==> src/rtl/parport_rx_pkg.sv <==
package parport_rx_pkg;
    typedef enum logic [1:0] {
        ST_IDLE  = 2'd0,
        ST_STALL = 2'd1,
        ST_STORE = 2'd2,
        ST_ACK   = 2'd3
    } rx_state_e;

    localparam int ENTRY_W  = 10;
    localparam int CHAR_W   = 8;
    localparam int REJ_BIT  = 8;
    localparam int VAL_BIT  = 9;
endpackage

==> src/rtl/parport_rx_sync.sv <==
module parport_rx_sync #(
    parameter int STAGES = 2
) (
    input  logic clk,
    input  logic rst_n,
    input  logic strobe_n,
    output logic fall
);
    // sh[STAGES-1] is the synchronized level, sh[STAGES] its previous value
    logic [STAGES:0] sh;

    always_ff @(posedge clk or negedge rst_n) begin
        if (!rst_n) begin
            sh <= '1;
        end else begin
            sh <= {sh[STAGES-1:0], strobe_n};
        end
    end

    assign fall = sh[STAGES] & ~sh[STAGES-1];
endmodule

==> src/rtl/parport_rx_match.sv <==
module parport_rx_match
    import parport_rx_pkg::*;
#(
    parameter int ENTRIES = 8
) (
    input  logic [ENTRIES*ENTRY_W-1:0] table_i,
    input  logic [CHAR_W-1:0]          byte_i,
    output logic                       hit,
    output logic                       rej
);
    logic [ENTRIES-1:0] hits;
    logic [ENTRIES-1:0] rejs;

    for (genvar i = 0; i < ENTRIES; i++) begin : g_entry
        assign hits[i] = table_i[ENTRY_W*i + VAL_BIT] &&
                         (table_i[ENTRY_W*i +: CHAR_W] == byte_i);
        assign rejs[i] = table_i[ENTRY_W*i + REJ_BIT];
    end

    // lowest index wins: scan downward so the last assignment is the lowest hit
    always_comb begin
        hit = 1'b0;
        rej = 1'b0;
        for (int i = ENTRIES - 1; i >= 0; i--) begin
            if (hits[i]) begin
                hit = 1'b1;
                rej = rejs[i];
            end
        end
    end
endmodule

==> src/rtl/parport_rx_fill.sv <==
module parport_rx_fill #(
    parameter int LENW = 8
) (
    input  logic            clk,
    input  logic            rst_n,
    input  logic            act,
    input  logic [7:0]      byte_i,
    input  logic            hit,
    input  logic            rej,
    input  logic [LENW-1:0] max_len,
    output logic            wr_en,
    output logic [7:0]      wr_data,
    output logic [LENW-1:0] wr_count,
    output logic            buf_close,
    output logic [7:0]      rccr,
    output logic            ev_ctl,
    output logic            ev_buf
);
    localparam logic [LENW-1:0] ONE = {{(LENW-1){1'b0}}, 1'b1};

    logic [LENW-1:0] cnt;
    logic [LENW-1:0] next_cnt;
    logic            len_full;

    assign next_cnt = cnt + ONE;
    assign len_full = (next_cnt == max_len);

    always_ff @(posedge clk or negedge rst_n) begin
        if (!rst_n) begin
            cnt       <= '0;
            wr_en     <= 1'b0;
            wr_data   <= '0;
            wr_count  <= '0;
            buf_close <= 1'b0;
            rccr      <= '0;
            ev_ctl    <= 1'b0;
            ev_buf    <= 1'b0;
        end else begin
            wr_en     <= 1'b0;
            buf_close <= 1'b0;
            ev_ctl    <= 1'b0;
            ev_buf    <= 1'b0;
            if (act) begin
                if (hit && rej) begin
                    rccr   <= byte_i;
                    ev_ctl <= 1'b1;
                end else begin
                    wr_en    <= 1'b1;
                    wr_data  <= byte_i;
                    wr_count <= next_cnt;
                    if (hit || len_full) begin
                        buf_close <= 1'b1;
                        ev_buf    <= 1'b1;
                        cnt       <= '0;
                    end else begin
                        cnt <= next_cnt;
                    end
                end
            end
        end
    end

    AST_CLOSE_WITH_WRITE: assert property (@(posedge clk) disable iff (!rst_n)
        buf_close |-> wr_en);
    AST_NO_OVERFLOW: assert property (@(posedge clk) disable iff (!rst_n)
        (wr_en && max_len != '0) |-> (wr_count <= max_len));
    AST_REJ_NO_WRITE: assert property (@(posedge clk) disable iff (!rst_n)
        ev_ctl |-> !wr_en);
    AST_EVT_CLOSE: assert property (@(posedge clk) disable iff (!rst_n)
        ev_buf == buf_close);
endmodule

==> src/rtl/parport_rx.sv <==
module parport_rx
    import parport_rx_pkg::*;
#(
    parameter int ENTRIES = 8,
    parameter int LENW    = 8,
    parameter int ACKW    = 4,
    parameter int SYNC    = 2
) (
    input  logic                       clk,
    input  logic                       rst_n,
    input  logic                       strobe_n,
    input  logic [7:0]                 data_in,
    output logic                       busy,
    output logic                       ack_n,
    input  logic [ACKW-1:0]            cfg_ack_len,
    input  logic                       cfg_busy_early,
    input  logic [ENTRIES*ENTRY_W-1:0] ctl_table,
    input  logic [LENW-1:0]            max_len,
    input  logic                       buf_ready,
    output logic                       wr_en,
    output logic [7:0]                 wr_data,
    output logic [LENW-1:0]            wr_count,
    output logic                       buf_close,
    output logic [7:0]                 rccr,
    output logic                       ev_ctl,
    output logic                       ev_buf,
    output logic                       ev_busy,
    input  logic [2:0]                 irq_en,
    output logic                       irq
);
    localparam logic [ACKW-1:0] ACK_ONE = {{(ACKW-1){1'b0}}, 1'b1};

    rx_state_e       state, state_nx;
    logic            fall;
    logic [7:0]      byte_q;
    logic [ACKW-1:0] ack_cnt;
    logic            hit, rej;
    logic            store_act;

    parport_rx_sync #(.STAGES(SYNC)) u_sync (
        .clk      (clk),
        .rst_n    (rst_n),
        .strobe_n (strobe_n),
        .fall     (fall)
    );

    parport_rx_match #(.ENTRIES(ENTRIES)) u_match (
        .table_i (ctl_table),
        .byte_i  (byte_q),
        .hit     (hit),
        .rej     (rej)
    );

    parport_rx_fill #(.LENW(LENW)) u_fill (
        .clk       (clk),
        .rst_n     (rst_n),
        .act       (store_act),
        .byte_i    (byte_q),
        .hit       (hit),
        .rej       (rej),
        .max_len   (max_len),
        .wr_en     (wr_en),
        .wr_data   (wr_data),
        .wr_count  (wr_count),
        .buf_close (buf_close),
        .rccr      (rccr),
        .ev_ctl    (ev_ctl),
        .ev_buf    (ev_buf)
    );

    // state register
    always_ff @(posedge clk or negedge rst_n) begin
        if (!rst_n) state <= ST_IDLE;
        else        state <= state_nx;
    end

    // transitions
    always_comb begin
        state_nx = state;
        unique case (state)
            ST_IDLE:  if (fall) state_nx = buf_ready ? ST_STORE : ST_STALL;
            ST_STALL: if (buf_ready) state_nx = ST_STORE;
            ST_STORE: state_nx = ST_ACK;
            ST_ACK:   if (ack_cnt == ACK_ONE) state_nx = ST_IDLE;
            default:  state_nx = ST_IDLE;
        endcase
    end

    // byte latch, ACK timer, stall event
    always_ff @(posedge clk or negedge rst_n) begin
        if (!rst_n) begin
            byte_q  <= '0;
            ack_cnt <= '0;
            ev_busy <= 1'b0;
        end else begin
            ev_busy <= 1'b0;
            if (state == ST_IDLE && fall) begin
                byte_q  <= data_in;
                ev_busy <= !buf_ready;
            end
            if (state == ST_STORE) begin
                ack_cnt <= (cfg_ack_len == '0) ? ACK_ONE : cfg_ack_len;
            end else if (state == ST_ACK) begin
                ack_cnt <= ack_cnt - ACK_ONE;
            end
        end
    end

    // outputs
    always_comb begin
        busy      = 1'b0;
        ack_n     = 1'b1;
        store_act = 1'b0;
        unique case (state)
            ST_IDLE:  busy = 1'b0;
            ST_STALL: busy = 1'b1;
            ST_STORE: begin
                busy      = 1'b1;
                store_act = 1'b1;
            end
            ST_ACK: begin
                busy  = !cfg_busy_early;
                ack_n = 1'b0;
            end
            default: busy = 1'b0;
        endcase
    end

    assign irq = |(irq_en & {ev_busy, ev_ctl, ev_buf});

    AST_ACK_BUSY_LATE: assert property (@(posedge clk) disable iff (!rst_n)
        (!ack_n && !cfg_busy_early) |-> busy);
    AST_ACK_BUSY_EARLY: assert property (@(posedge clk) disable iff (!rst_n)
        (!ack_n && cfg_busy_early) |-> !busy);
    AST_STALL_HOLD: assert property (@(posedge clk) disable iff (!rst_n)
        (state == ST_STALL) |-> (busy && ack_n && !wr_en));
    AST_ACK_AFTER_ACT: assert property (@(posedge clk) disable iff (!rst_n)
        $fell(ack_n) |-> (wr_en || ev_ctl));
    AST_STALL_EVT: assert property (@(posedge clk) disable iff (!rst_n)
        ev_busy |-> (state == ST_STALL));
endmodule

==> config.mk <==
export PLATFORM = sky130hd
export DESIGN_NAME = parport_rx
export DESIGN_NICKNAME = d
export VERILOG_FILES = /design/src/rtl/parport_rx_pkg.sv /design/src/rtl/parport_rx_sync.sv /design/src/rtl/parport_rx_match.sv /design/src/rtl/parport_rx_fill.sv /design/src/rtl/parport_rx.sv
export SDC_FILE = /design/constraint.sdc
export NUM_CORES = 1
export LEC_CHECK = 0
export BUFFER_PORTS_ARGS = -buffer_cell sky130_fd_sc_hd__buf_2
export CAP_MARGIN = 20
export CORE_MARGIN = 4
export CORE_UTILIZATION = 40
export CTS_CLUSTER_DIAMETER = 60
export DETAILED_ROUTE_END_ITERATION = 6
export PLACE_DENSITY = 0.78
export SYNTH_ARGS = -nofsm -noshare
export SYNTH_HDL_FRONTEND = slang
export SYNTH_HIERARCHICAL = 1
export SYNTH_SLANG_ARGS = --single-unit
==> constraint.sdc <==
create_clock -name clk -period 7.3 [get_ports clk]
set_input_delay 1.095 -clock clk [delete_from_list [all_inputs] [get_ports clk]]
set_output_delay 1.095 -clock clk [all_outputs]
set_load 0.05 [all_outputs]
==> impl_metrics.py <==
metrics = {
    "route": {
        "drtIter0Drc": 117,
        "viasPerCell": 4.97,
        "route.vias.total": 2887,
        "drt_pre_antenna_iters": 4,
        "drt-total-wl_microns": 9520,
        "antenna_left": 0,
        "routedWlPerCell_microns": 16.4,
        "drc": 0,
    },
    "logic_synthesis": {
        "synth_edf_count": 0,
        "synth_top_area_share_pct": 36.3,
        "ys_ff_latch": 53,
        "syn_area_per_cell_sq_um": 10.1,
        "yosysWarnings": 6,
        "synthArstFlopShare_pct": 100,
        "synth.most_common_cell": "xnor2_1",
        "synthFlopType": "dfrtp_1",
        "syn_inst": 343,
        "synth_common_cells": "70 x xnor2_1, 51 x nand2_1, 50 x dfrtp_1",
        "synth.area.top_cells": "dfrtp_1 36%, xnor2_1 18%, nand2_1 5.6%, mux2_2 5.6%, buf_6 2.9%",
        "yosysUniqueCellTypes": 44,
        "synth_area_leader_cell": "dfrtp_1",
        "ys_seq_area_share_pct": 38.6,
        "synth_nets": 459,
        "syn-cell-area_sq_mm": 0.00345,
    },
    "finish": {
        "syn_to_final_growth_pct": 23.5,
        "nets": 591,
        "postLayoutCellArea_sq_mm": 0.00426,
        "n_antenna_cell": 0,
        "fillers": 793,
        "drive_gt1_share_pct": 37.2,
    },
    "place": {
        "dp_hpwl_microns": 7330,
        "port_buffers": 139,
        "gp_congestion": 0.835,
        "post-place-ws_ns": 3.34,
        "place_area_sq_mm": 0.00415,
    },
    "status": {
        "status": "complete, no violations",
    },
    "clock_network": {
        "cts.sinks": 53,
        "cts.repair.resized": 0,
        "clockRootBuffer": "clkbuf_8",
        "clk_latency_ns": 0.30,
        "cts_buffer_depth": 2,
        "ctsHoldBuffers": 0,
        "cts_tree": "yes",
        "clk_transition_reported_paths_ns": 0.10,
        "cts_setup_buffers": 0,
        "cts_buffers": 5,
        "htreeDepth": 2,
    },
    "setup_path": {
        "end_kind": "register",
        "crit_fanout": 26,
        "cp-start-kind": "input port",
        "worstPathArrival_ns": 3.88,
        "crit_type": "input port to register",
        "cp_data_required_time_ns": 7.49,
    },
    "sta": {
        "timing.final.max_slew_violations": 0,
        "max_slew.worst_pin.slew_ns": 0.766,
        "finalClockSkew_ns": 0.00789,
        "finalCriticalPeriod_ns": 3.69,
        "relSlewSlack_pct": 48.8,
        "holdWs_ns": 0.357,
        "rsz0062_at_grt": "false",
        "hold_violations": 0,
        "setup_viol": 0,
        "post-route-period-util_pct": 50.5,
        "fmax_ghz": 0.271,
        "fin_tns_setup_ns": 0,
        "setup_ws_ns": 3.61,
    },
    "grt": {
        "grt_pass1_vias": 3038,
        "antenna_found_initial": 0,
        "grt_pass1_wl_microns": 14900,
        "grt_use_total_pct": 18.8,
        "overflow": 0,
        "grt_max_degree": 54,
    },
    "floorplan": {
        "start_util_pct": 41.5,
        "io_pins": 140,
        "die_y_microns": 101,
        "die_area_sq_mm": 0.0102,
        "die_x_microns": 101,
        "rows": 33,
        "coreArea_sq_mm": 0.00830,
    },
    "worst_hold_path": {
        "hold_class": "register to register",
    },
    "power": {
        "leakagePower_nw": 2.11,
        "ir_drop_mv": 0.201,
        "p_per_area_mw_per_mm2": 368,
    },
    "run": {
        "maxCapViolCount": 0,
    },
}
## report_power, final
part	internal (mW)	total, mW	switching, mW
clock	0.102	0.197	0.0946
sequential	0.385	0.578	0.193
combinational	0.332	0.792	0.460
## worst paths after layout
path	startpoint	endpoint	slack (ns)	cells after the start
max in group asynchronous	rst_n	ack_cnt[0]$_DFFE_PN0P_	5.95	2
setup reg to reg	byte_q[6]$_DFFE_PN0P_	u_fill/cnt[4]$_DFFE_PN0P_	3.62	11
hold reg to reg	u_sync/sh[0]$_DFF_PN1_	u_sync/sh[1]$_DFF_PN1_	0.36	0
setup / recovery	ctl_table[66]	u_fill/cnt[4]$_DFFE_PN0P_	3.61	12
hold / removal	u_sync/sh[0]$_DFF_PN1_	u_sync/sh[1]$_DFF_PN1_	0.36	0
min in group asynchronous	rst_n	u_fill/wr_count[2]$_DFFE_PN0P_	0.90	2
## cell type report
cell class | instances | area [sq um] | area share [%]
tap | 105 | 131 | 3.09
multi-input combinational | 258 | 1920 | 45.1
timing repair buffer | 140 | 703 | 16.5
sequential | 53 | 1330 | 31.2
clock inverter | 2 | 35.0 | 0.823
inverter | 17 | 63.8 | 1.50
clock buffer | 6 | 72.6 | 1.70
## worst max-delay path, cell delays in order
cell	delay, ns
buf_2	0.11
xnor2_1	0.16
nand3_1	0.14
nor3_2	0.23
mux2_4	0.33
a211oi_2	0.20
o21ai_1	0.11
nand2_1	0.07
nand2_1	0.44
inv_1	0.57
o21ai_0	0.20
a22o_1	0.21
## cells by family (layout without fill, tap and decap cells)
logic type	count (synthesis)	after routing	share of synthesized area, %
multiplexers	22	22	7.18
AO/OA/AOI/OAI	35	35	7.15
XOR/XNOR	82	82	22.9
buffers and inverters	32	165	5.70
adder cells (fa/ha/maj)	8	8	2.90
AND/OR/NAND/NOR	111	111	15.6
flip-flops	53	53	38.6
## metal layers
metal / track usage, % / vias to the layer above / wire (microns)
li1: - / 1408 / -
met1: 23.0 / 1379 / 3850
met2: 33.9 / 93 / 4890
met3: 4.22 / 7 / 699
met4: 3.73 / 0 / 77
met5: 0 / - / 0
## sequential cells by signal, indices dropped and copies added, names as in the netlist, 2 cells and up
signal,count
byte_q,8
u_fill/cnt,8
u_fill/rccr,8
u_fill/wr_count,8
u_fill/wr_data,8
ack_cnt,4
u_sync/sh,3
state,2
## cell usage in the layout, fill, tap and decap left out, drive strengths merged
| cell type | n |
|---|---|
| xnor2 | 72 |
| mux2i | 3 |
| xor3 | 2 |
| nor2b | 2 |
| o31ai | 1 |
| or2 | 1 |
| a211oi | 1 |
| xnor3 | 2 |
| buf | 140 |
| a222oi | 2 |
| nor2 | 14 |
| nand2 | 51 |
| nand3 | 12 |
| nor4b | 1 |
| or3b | 1 |
| clkbuf | 6 |
| o41ai | 1 |
| nand4b | 1 |
| xor2 | 6 |
| ha | 8 |
| nand4 | 10 |
| mux2 | 19 |
| bufinv | 1 |
| dfstp | 3 |
| inv | 17 |
| a22o | 7 |
| and2 | 2 |
| a21o | 1 |
| a21oi | 3 |
| dfrtp | 50 |
| o21ai | 19 |
| nor3 | 11 |
| and3 | 3 |
| nor4 | 2 |
| clkinv | 1 |
## stage by stage
stage	util [%]	power (mW)	std cells
after floorplan	-	1.20	343
after global placement	50.0	1.35	573
after detailed placement	50.0	1.38	573
after CTS	51.3	1.58	581
after global routing	51.3	1.69	581
final	51.3	1.57	581
(Power assumes the default switching activity.)
